$ cat src/rtl/rcx_pkg.sv
package rcx_pkg;
   localparam int WORD_W    = 32;
   localparam int PAIR_W    = 64;
   localparam int REG_OFF_W = 20;
   localparam int BE_W      = 4;
   localparam logic [7:0] OP_SINGLE = 8'h01;
   localparam logic [7:0] OP_BURST  = 8'h09;

   typedef enum logic [1:0] {
      SEL_CTRL  = 2'd0,
      SEL_START = 2'd1,
      SEL_END   = 2'd2
   } cfg_sel_e;

   typedef enum logic [2:0] {
      ST_IDLE,
      ST_REQ,
      ST_WAIT,
      ST_SINGLE,
      ST_BURST_LO,
      ST_BURST_HI
   } core_st_e;
endpackage

$ cat src/rtl/rcx_cfg.sv
module rcx_cfg
   import rcx_pkg::*;
#(
   parameter int MEM_AW = 16
) (
   input  logic              clk,
   input  logic              rst_n,
   input  logic              cfg_wr,
   input  logic [1:0]        cfg_sel,
   input  logic [MEM_AW-1:0] cfg_wdata,
   input  logic              busy,
   input  logic              fault_set,
   output logic              enable,
   output logic              fault,
   output logic [MEM_AW-1:0] start_ptr,
   output logic [MEM_AW-1:0] end_ptr,
   output logic              launch
);
   localparam logic [MEM_AW-1:0] ALIGN_MASK = ~MEM_AW'(7);

   logic [MEM_AW-1:0] new_ptr;
   logic              cfg_ok;

   assign new_ptr = cfg_wdata & ALIGN_MASK;
   assign cfg_ok  = cfg_wr && !busy;
   assign launch  = cfg_ok && enable && (cfg_sel == SEL_END) && (new_ptr != start_ptr);

   always_ff @(posedge clk) begin
      if (!rst_n) begin
         enable    <= 1'b0;
         fault     <= 1'b0;
         start_ptr <= '0;
         end_ptr   <= '0;
      end else begin
         if (cfg_ok) begin
            case (cfg_sel)
               SEL_CTRL: begin
                  enable <= cfg_wdata[0];
                  if (cfg_wdata[1]) fault <= 1'b0;
               end
               SEL_START: if (enable) start_ptr <= new_ptr;
               SEL_END:   if (enable) end_ptr   <= new_ptr;
               default: ;
            endcase
         end
         if (fault_set) fault <= 1'b1;
      end
   end
endmodule

$ cat src/rtl/rcx_decode.sv
module rcx_decode
   import rcx_pkg::*;
(
   input  logic [PAIR_W-1:0]    pair,
   output logic                 is_nop,
   output logic                 is_single,
   output logic                 is_burst,
   output logic                 is_bad,
   output logic [REG_OFF_W-1:0] offset,
   output logic [BE_W-1:0]      be
);
   logic [7:0] opcode;

   assign opcode    = pair[PAIR_W-1 -: 8];
   assign is_nop    = (pair == '0);
   assign is_single = (opcode == OP_SINGLE);
   assign is_burst  = (opcode == OP_BURST);
   assign is_bad    = !is_nop && !is_single && !is_burst;
   assign offset    = pair[WORD_W +: REG_OFF_W];
   assign be        = pair[WORD_W+REG_OFF_W +: BE_W];
endmodule

$ cat src/rtl/rcx_core.sv
module rcx_core
   import rcx_pkg::*;
#(
   parameter int MEM_AW = 16
) (
   input  logic                 clk,
   input  logic                 rst_n,
   input  logic                 launch,
   input  logic [MEM_AW-1:0]    start_ptr,
   input  logic [MEM_AW-1:0]    end_ptr,
   output logic                 busy,
   output logic                 fault_set,
   output logic                 mem_req,
   output logic [MEM_AW-1:0]    mem_addr,
   input  logic                 mem_rvalid,
   input  logic [PAIR_W-1:0]    mem_rdata,
   output logic                 reg_wr,
   output logic [REG_OFF_W-1:0] reg_addr,
   output logic [BE_W-1:0]      reg_be,
   output logic [WORD_W-1:0]    reg_wdata,
   input  logic                 reg_ready
);
   localparam logic [MEM_AW-1:0] PAIR_BYTES = MEM_AW'(8);

   core_st_e             st;
   logic [MEM_AW-1:0]    addr;
   logic [WORD_W-1:0]    lo_w, hi_w, remain;
   logic [REG_OFF_W-1:0] off_q;
   logic [BE_W-1:0]      be_q;

   logic                 d_nop, d_single, d_burst, d_bad;
   logic [REG_OFF_W-1:0] d_off;
   logic [BE_W-1:0]      d_be;
   logic [MEM_AW-1:0]    nxt;
   logic                 accept;
   core_st_e             after_pair;

   rcx_decode u_dec (
      .pair      (mem_rdata),
      .is_nop    (d_nop),
      .is_single (d_single),
      .is_burst  (d_burst),
      .is_bad    (d_bad),
      .offset    (d_off),
      .be        (d_be)
   );

   assign nxt        = addr + PAIR_BYTES;
   assign after_pair = (nxt == end_ptr) ? ST_IDLE : ST_REQ;
   assign accept     = reg_wr && reg_ready;

   always_ff @(posedge clk) begin
      if (!rst_n) begin
         st     <= ST_IDLE;
         addr   <= '0;
         lo_w   <= '0;
         hi_w   <= '0;
         remain <= '0;
         off_q  <= '0;
         be_q   <= '0;
      end else begin
         case (st)
            ST_IDLE: if (launch) begin
               addr   <= start_ptr;
               remain <= '0;
               st     <= ST_REQ;
            end
            ST_REQ: st <= ST_WAIT;
            ST_WAIT: if (mem_rvalid) begin
               lo_w <= mem_rdata[WORD_W-1:0];
               hi_w <= mem_rdata[PAIR_W-1:WORD_W];
               if (remain != '0) begin
                  st <= ST_BURST_LO;
               end else if (d_nop) begin
                  addr <= nxt;
                  st   <= after_pair;
               end else if (d_single) begin
                  off_q <= d_off;
                  be_q  <= d_be;
                  st    <= ST_SINGLE;
               end else if (d_burst) begin
                  off_q  <= d_off;
                  be_q   <= '1;
                  remain <= mem_rdata[WORD_W-1:0];
                  addr   <= nxt;
                  st     <= after_pair;
               end else begin
                  st <= ST_IDLE;
               end
            end
            ST_SINGLE: if (accept) begin
               addr <= nxt;
               st   <= after_pair;
            end
            ST_BURST_LO: if (accept) begin
               remain <= remain - WORD_W'(1);
               if (remain == WORD_W'(1)) begin
                  addr <= nxt;
                  st   <= after_pair;
               end else begin
                  st <= ST_BURST_HI;
               end
            end
            ST_BURST_HI: if (accept) begin
               remain <= remain - WORD_W'(1);
               addr   <= nxt;
               st     <= after_pair;
            end
            default: st <= ST_IDLE;
         endcase
      end
   end

   assign busy      = (st != ST_IDLE);
   assign fault_set = (st == ST_WAIT) && mem_rvalid && (remain == '0) && d_bad;
   assign mem_req   = (st == ST_REQ);
   assign mem_addr  = addr;
   assign reg_wr    = (st == ST_SINGLE) || (st == ST_BURST_LO) || (st == ST_BURST_HI);
   assign reg_addr  = off_q;
   assign reg_be    = be_q;
   assign reg_wdata = (st == ST_BURST_HI) ? hi_w : lo_w;
endmodule

$ cat src/rtl/rcx_engine.sv
module rcx_engine
   import rcx_pkg::*;
#(
   parameter int MEM_AW = 16
) (
   input  logic                 clk,
   input  logic                 rst_n,
   input  logic                 cfg_wr,
   input  logic [1:0]           cfg_sel,
   input  logic [MEM_AW-1:0]    cfg_wdata,
   output logic                 sts_enable,
   output logic                 sts_busy,
   output logic                 sts_error,
   output logic                 mem_req,
   output logic [MEM_AW-1:0]    mem_addr,
   input  logic                 mem_rvalid,
   input  logic [PAIR_W-1:0]    mem_rdata,
   output logic                 reg_wr,
   output logic [REG_OFF_W-1:0] reg_addr,
   output logic [BE_W-1:0]      reg_be,
   output logic [WORD_W-1:0]    reg_wdata,
   input  logic                 reg_ready
);
   if (MEM_AW < 7 || MEM_AW > 32) begin : g_bad_aw
      $error("rcx_engine: MEM_AW must lie in 7..32");
   end

   logic              launch, fault_set;
   logic [MEM_AW-1:0] start_ptr, end_ptr;

   rcx_cfg #(.MEM_AW(MEM_AW)) u_cfg (
      .clk       (clk),
      .rst_n     (rst_n),
      .cfg_wr    (cfg_wr),
      .cfg_sel   (cfg_sel),
      .cfg_wdata (cfg_wdata),
      .busy      (sts_busy),
      .fault_set (fault_set),
      .enable    (sts_enable),
      .fault     (sts_error),
      .start_ptr (start_ptr),
      .end_ptr   (end_ptr),
      .launch    (launch)
   );

   rcx_core #(.MEM_AW(MEM_AW)) u_core (
      .clk        (clk),
      .rst_n      (rst_n),
      .launch     (launch),
      .start_ptr  (start_ptr),
      .end_ptr    (end_ptr),
      .busy       (sts_busy),
      .fault_set  (fault_set),
      .mem_req    (mem_req),
      .mem_addr   (mem_addr),
      .mem_rvalid (mem_rvalid),
      .mem_rdata  (mem_rdata),
      .reg_wr     (reg_wr),
      .reg_addr   (reg_addr),
      .reg_be     (reg_be),
      .reg_wdata  (reg_wdata),
      .reg_ready  (reg_ready)
   );
endmodule

$ cat config.mk
export PLATFORM = sky130hd
export DESIGN_NAME = rcx_engine
export DESIGN_NICKNAME = d
export VERILOG_FILES = /design/src/rtl/rcx_pkg.sv /design/src/rtl/rcx_cfg.sv /design/src/rtl/rcx_decode.sv /design/src/rtl/rcx_core.sv /design/src/rtl/rcx_engine.sv
export SDC_FILE = /design/constraint.sdc
export NUM_CORES = 1
export LEC_CHECK = 0
export BUFFER_PORTS_ARGS = -buffer_cell sky130_fd_sc_hd__buf_4
export CELL_PAD_IN_SITES_DETAIL_PLACEMENT = 1
export CELL_PAD_IN_SITES_GLOBAL_PLACEMENT = 2
export CORE_ASPECT_RATIO = 0.6
export CORE_MARGIN = 8
export CORE_UTILIZATION = 30
export CTS_BUF_LIST = sky130_fd_sc_hd__clkbuf_8
export DETAILED_ROUTE_END_ITERATION = 10
export PLACE_DENSITY_LB_ADDON = 0.12
export RECOVER_POWER = 50
export SETUP_SLACK_MARGIN = 0.02
export SYNTH_ARGS = -nofsm -noshare
export SYNTH_HDL_FRONTEND = slang
export SYNTH_SLANG_ARGS = --single-unit
$ cat constraint.sdc
create_clock -name clk -period 2.8 [get_ports clk]
set_input_delay 0.42 -clock clk [delete_from_list [all_inputs] [get_ports clk]]
set_output_delay 0.42 -clock clk [all_outputs]
set_load 0.05 [all_outputs]
[Yosys cells after proc, flatten, opt, wreduce, memory -nomap -nowiden]
Cells that the tools add are included.
Cells by class
  multiplexer cells: 38
  bitwise operators: 2
  equal/unequal tests: 24
  reduce and logical (&&, ||, !) cells: 39
  add/sub/neg operators: 2
Operators with widths (number)
  $mux 32: 8
  $mux 16: 9
  $pmux 32 s3: 1
  $logic_not 64->1: 1
  $pmux 16 s4: 1
  $mux 20: 2
  $eq 32x1->1 const B: 1
  $logic_not 32->1: 1
  $reduce_bool 32->1: 1
  $sub 32x1->32 const B: 1
  $mux 3: 9
  $add 16x4->16 const B: 1
  $eq 16x16->1: 1
  $pmux 3 s5: 1
  $ne 13x13->1: 1
  $ne 2x2->1 const B: 6
  $logic_and 1x1->1: 10
  $reduce_and 3->1: 3
  $reduce_and 9->1: 1
  $eq 8x1->1 const B: 1
  $eq 8x4->1 const B: 1
  $mux 4: 2
  $ne 2x1->1 const B: 4
  $reduce_and 8->1: 1
  other kinds (19): 37
Storage, ports and cells
  bits of input ports: 87
  logic and storage cells: 116
  output and inout bits: 77
  bits in registers: 167

[Depth between registers and ports, before layout]
  depth after elaboration: 9
  depth in mapped cells: 11
  mapped depth without buffers: 9

[Hierarchy]
A second synthesis with hierarchy kept.
Second synthesis, totals
  cell total of the unflattened synthesis: 1119
  area, all modules: 9117.5 sq um
Modules (own cells, without submodules)
  rcx_core: area each 7455.9 sq um, seq. area each 2782.7 sq um, cells each 951, times used 1
  rcx_cfg: area each 1307.5 sq um, seq. area each 560.5 sq um, cells each 117, times used 1
  rcx_decode: area each 354.1 sq um, seq. area each 0.0 sq um, cells each 51, times used 1

[Least setup slack after synthesis]
Ideal clock, no wire load.
  kind: register to register
  start: reg u_core.remain[19]
  end: reg u_core.off_q[10], in the netlist u_core.reg_addr[10]
  path slack: -271 ps
  setup time: 132 ps
  arrival time: 2939 ps
  clock period less this slack: 3071 ps
  required time: 2668 ps
  cell stages (with the launch flop): 11
  buffers on the path: 4
  cell sequence: dfxtp_1 -> or4_1 -> or4_1 -> buf_2 -> or4_4 -> buf_6 -> or4_1 -> clkbuf_1 -> clkbuf_1 -> nand2_1 -> a21oi_1
On the way
  longest elaborated chain between the ends: 3
Ends and longest elaborated chain
  start, declared: line rcx_core.sv:27  | logic [WORD_W-1:0] lo_w, hi_w, remain;
  start signal, assigned: line rcx_core.sv:84  | remain <= mem_rdata[WORD_W-1:0];
  start signal, assigned: line rcx_core.sv:96  | remain <= remain - WORD_W'(1);
  start signal, assigned: line rcx_core.sv:105  | remain <= remain - WORD_W'(1);
  $reduce_bool 32->1: line rcx_core.sv:72  | if (remain != '0) begin
  $not 1->1 (no line)
  $reduce_and 5->1 (no line)
  end signal, assigned: line rcx_core.sv:78  | off_q <= d_off;
  end signal, assigned: line rcx_core.sv:82  | off_q <= d_off;
  end, declared: line rcx_core.sv:28  | logic [REG_OFF_W-1:0] off_q;
Every way passes these cells.
A chain may end at the register's enable or synchronous reset.

[Worst setup path after layout]
  start: reg u_core.remain[25]
  end: reg u_core.remain[6]
On the way
  longest elaborated chain between the ends: 3
Ends and longest elaborated chain (line)
  $reduce_bool 32->1: rcx_core.sv:72
  $ne 2x2->1 (no line)
  $reduce_and 8->1 (no line)
Every way passes these cells.

==> impl_metrics.yaml <==
grt:
  grt-ovfl-total: 0
  global_route.usage.total_pct: 21.6
  first_global_vias: 9461
  grt_max_degree: 74
  grt_antenna_before_repair: 0
  grt_first_pass_wirelength_um: 57400
die:
  chipWidth_um: 234
  effective_utilization_at_floorplan_pct: 30.8
  total_die_area_um2: 34300
  coreArea_um2: 27800
  die_height_um: 147
  core.rowCount: 47
  ioPinCount: 164
setup_path:
  timing.rr.start: "u_core.remain[25]"
  critPathRequiredTime_ns: 3.18
  depth_of_the_worst_register_to_register_path: 7
  r2r-end: "u_core.remain[6]"
  cp_max_fo: 7
  worstSetupStartpointType: "flip-flop"
  cp-end-kind: "flip-flop"
  timing.setup.critical_path_class: "reg -> reg"
  timing.reg2reg.setup_slack_ns: -0.18
  timing.critical_path.arrival_ns: 3.36
layout:
  layout.cells.most_common: "buf_4"
  layout.nets: 1398
  mostFrequentLayoutCells: "buf_4 (217), nand2_1 (213), dfxtp_1 (161)"
  area_growth_pct: 39.0
  postLayoutCellArea_um2: 11900
  multiInputGateArea_um2: 5380
  seqCellArea_um2: 3290
  drive_gt1_share_pct: 29.4
  n_antenna_cell: 0
  num-fill-cells: 3356
clock_network:
  clock_latency_late_sink_ns: 0.51
  clkSinkCount: 164
  root_buffer: "clkbuf_8"
  tritoncts: "yes"
  buffer_depth_of_the_longest_clock_path: 2
  cts.reportedPaths.clkPinSlew_ns: 0.10
  tritoncts.num_buffers: 17
  ctsHtreeMaxLevel: 4
place:
  portBuffers: 159
  place.detailed.hpwl_um: 27800
  globalplace.congestion: 0.816
  placed_cell_area_um2: 11000
drt:
  post-route-drc-count: 0
  postRouteWirelength_um: 37600
  routedWlPerCell_um: 22.3
  drt-pass1-iter-count: 5
  post_drt_antenna_nets: 0
  num_vias: 9146
  first_iter_violations: 699
  via_per_inst: 5.42
yosys:
  synth_enable_flop_cells: 0
  asyncSetResetFlopFracSynth_pct: 0
  synth_cell_types: 64
  synth.avg_cell_area_um2: 7.87
  synth.area.top_cells: "dfxtp_1 (38%), nand2_1 (9.4%), a21oi_1 (7.7%), mux2_2 (4.4%), mux2i_1 (3.3%)"
  synth.yosys.seq_area_share_pct: 38.4
  synthesis.yosys.warnings: 0
  synth_top_cell_by_area: "dfxtp_1"
  post-synth-top-area-fraction_pct: 38.4
  post_synthesis_register_bit_count: 164
  ys_dominant_reg_cell: "dfxtp_1"
  syn_inst: 1086
  synth.cell_area_um2: 8540
min_path:
  min_path_cells: 3
  hold_path_class: "in -> reg"
  hold_path_startpoint: "cfg_wdata[0]"
  hold_path_end: "u_cfg.enable"
timing:
  rsz0062_at_grt: "true"
  finalWorstSetupSlack_ns: -0.180
  timing.final.max_slew_violations: 0
  max_freq_mhz: 336
  actual_transition_at_the_worst_max_transition_pin_ns: 1.04
  relSlewSlack_pct: 30.8
  final.hold.worst_slack_ns: 0.160
  final_hold_viol_count: 0
  fin_worst_skew_ns: 0.0174
  finalSetupViolations: 69
  finalCritPeriodShare_pct: 106
  fin_crit_ns: 2.98
outcome:
  outcome: "finished with violations"
  violations: "setup timing"
pwr:
  power_per_cell_area_nw_per_um2: 382
  finalPower_uw: 4530
  cellLeakagePower_uw: 0.00424
  peakVddDrop_v: 0.000209
run:
  drv_cap: 0
[cell usage after synthesis (all sizes together), types with 13 or more instances]
master	instances
a21oi	131
a31oi	13
buf	26
clkbuf	66
dfxtp	164
mux2	33
mux2i	28
nand2	215
nand3	21
nand4	17
nor2	64
nor3	47
nor4	29
o21a	14
o21ai	15
o31a	15
o31ai	21
o41ai	13
xnor2	23
[routing by layer]
| layer | global-route usage, % | part of all wire, % | up-vias |
|---|---|---|---|
| met4 | 4.55 | 0.84 | 0 |
| met3 | 5.06 | 6.4 | 23 |
| li1 | - | - | 4337 |
| met5 | 0 | 0 | - |
| met1 | 33.9 | 53 | 4537 |
| met2 | 28.7 | 40 | 249 |
[stage by stage]
stage	utilization [%]	TNS [ns]	cells	worst slack, ns
finish	42.8	-8.27	1688	-0.180
global route	42.8	-15.40	1688	-0.208
CTS	42.7	-6.09	1686	-0.146
detailed placement	39.6	-13.11	1644	-0.287
global placement	39.6	-10.97	1644	-0.273
floorplan	-	-10.61	1088	-0.191
[area by class of cell]
class	instances	share of cell area (%)
multi-input combinational	822	45.3
sequential	164	27.7
inverter	10	0.337
clock buffer	18	2.09
timing repair buffer	293	19.5
tap	367	3.87
clock inverter	14	1.26
[flip-flops by register name (all words and copies together) (netlist names)]
signal	count
u_cfg.enable	1
u_cfg.end_ptr	13
u_cfg.fault	1
u_cfg.start_ptr	13
u_core.hi_w	32
u_core.lo_w	32
u_core.mem_addr	13
u_core.reg_addr	20
u_core.reg_be	4
u_core.remain	32
u_core.st	3
[critical path: stages (launching register included)]
cell       delay [ns]
dfxtp_2          0.33
or4_4            0.53
or4_4            0.44
or4_4            0.60
o31a_4           0.39
bufbuf_16        0.30
o31ai_2          0.18
a21oi_1          0.08
[cell families (layout without fill, tap and decap cells)]
logic type | count (synthesis) | in the layout | share of synthesized area (%)
AO/OA/AOI/OAI | 279 | 279 | 21.3
multiplexers | 61 | 61 | 7.63
adder cells (fa/ha/maj) | 3 | 3 | 0.439
XOR/XNOR | 31 | 31 | 3.18
flip-flops | 164 | 164 | 38.4
AND/OR/NAND/NOR | 445 | 445 | 24.1
buffers and inverters | 102 | 335 | 4.89
other | 1 | 3 | 0.0439
[what timing repair did]
item                       in CTS  in global routing
setup endpoints to repair     102                104
gates resized for setup        66                 30
cloned                          3                  1
setup buffers                   7                  1
hold buffers                    0                  0
pin swaps                      31                 18
[worst max path at each step]
| stage | depth (start not counted) | end | startpoint | slack, ns |
|---|---|---|---|---|
| final | 7 | u_core.remain[6] | u_core.remain[25] | -0.18 |
| after global placement | 9 | u_core.st[0] | u_core.remain[22] | -0.27 |
| after CTS | 7 | u_core.remain[11] | u_core.remain[22] | -0.15 |
| after floorplan | 9 | u_core.remain[21] | u_core.remain[20] | -0.19 |
| after global routing | 7 | u_core.remain[6] | u_core.remain[25] | -0.21 |
| after detailed placement | 6 | u_core.remain[29] | u_core.remain[25] | -0.29 |
[power by group]
| part | leakage, uW | internal, uW | switching, uW |
|---|---|---|---|
| logic | 0.00271 | 136 | 194 |
| clock network | 0.000202 | 825 | 1040 |
| registers | 0.00132 | 2330 | 3.66 |
No activity file was read; power rests on OpenSTA's default activity.
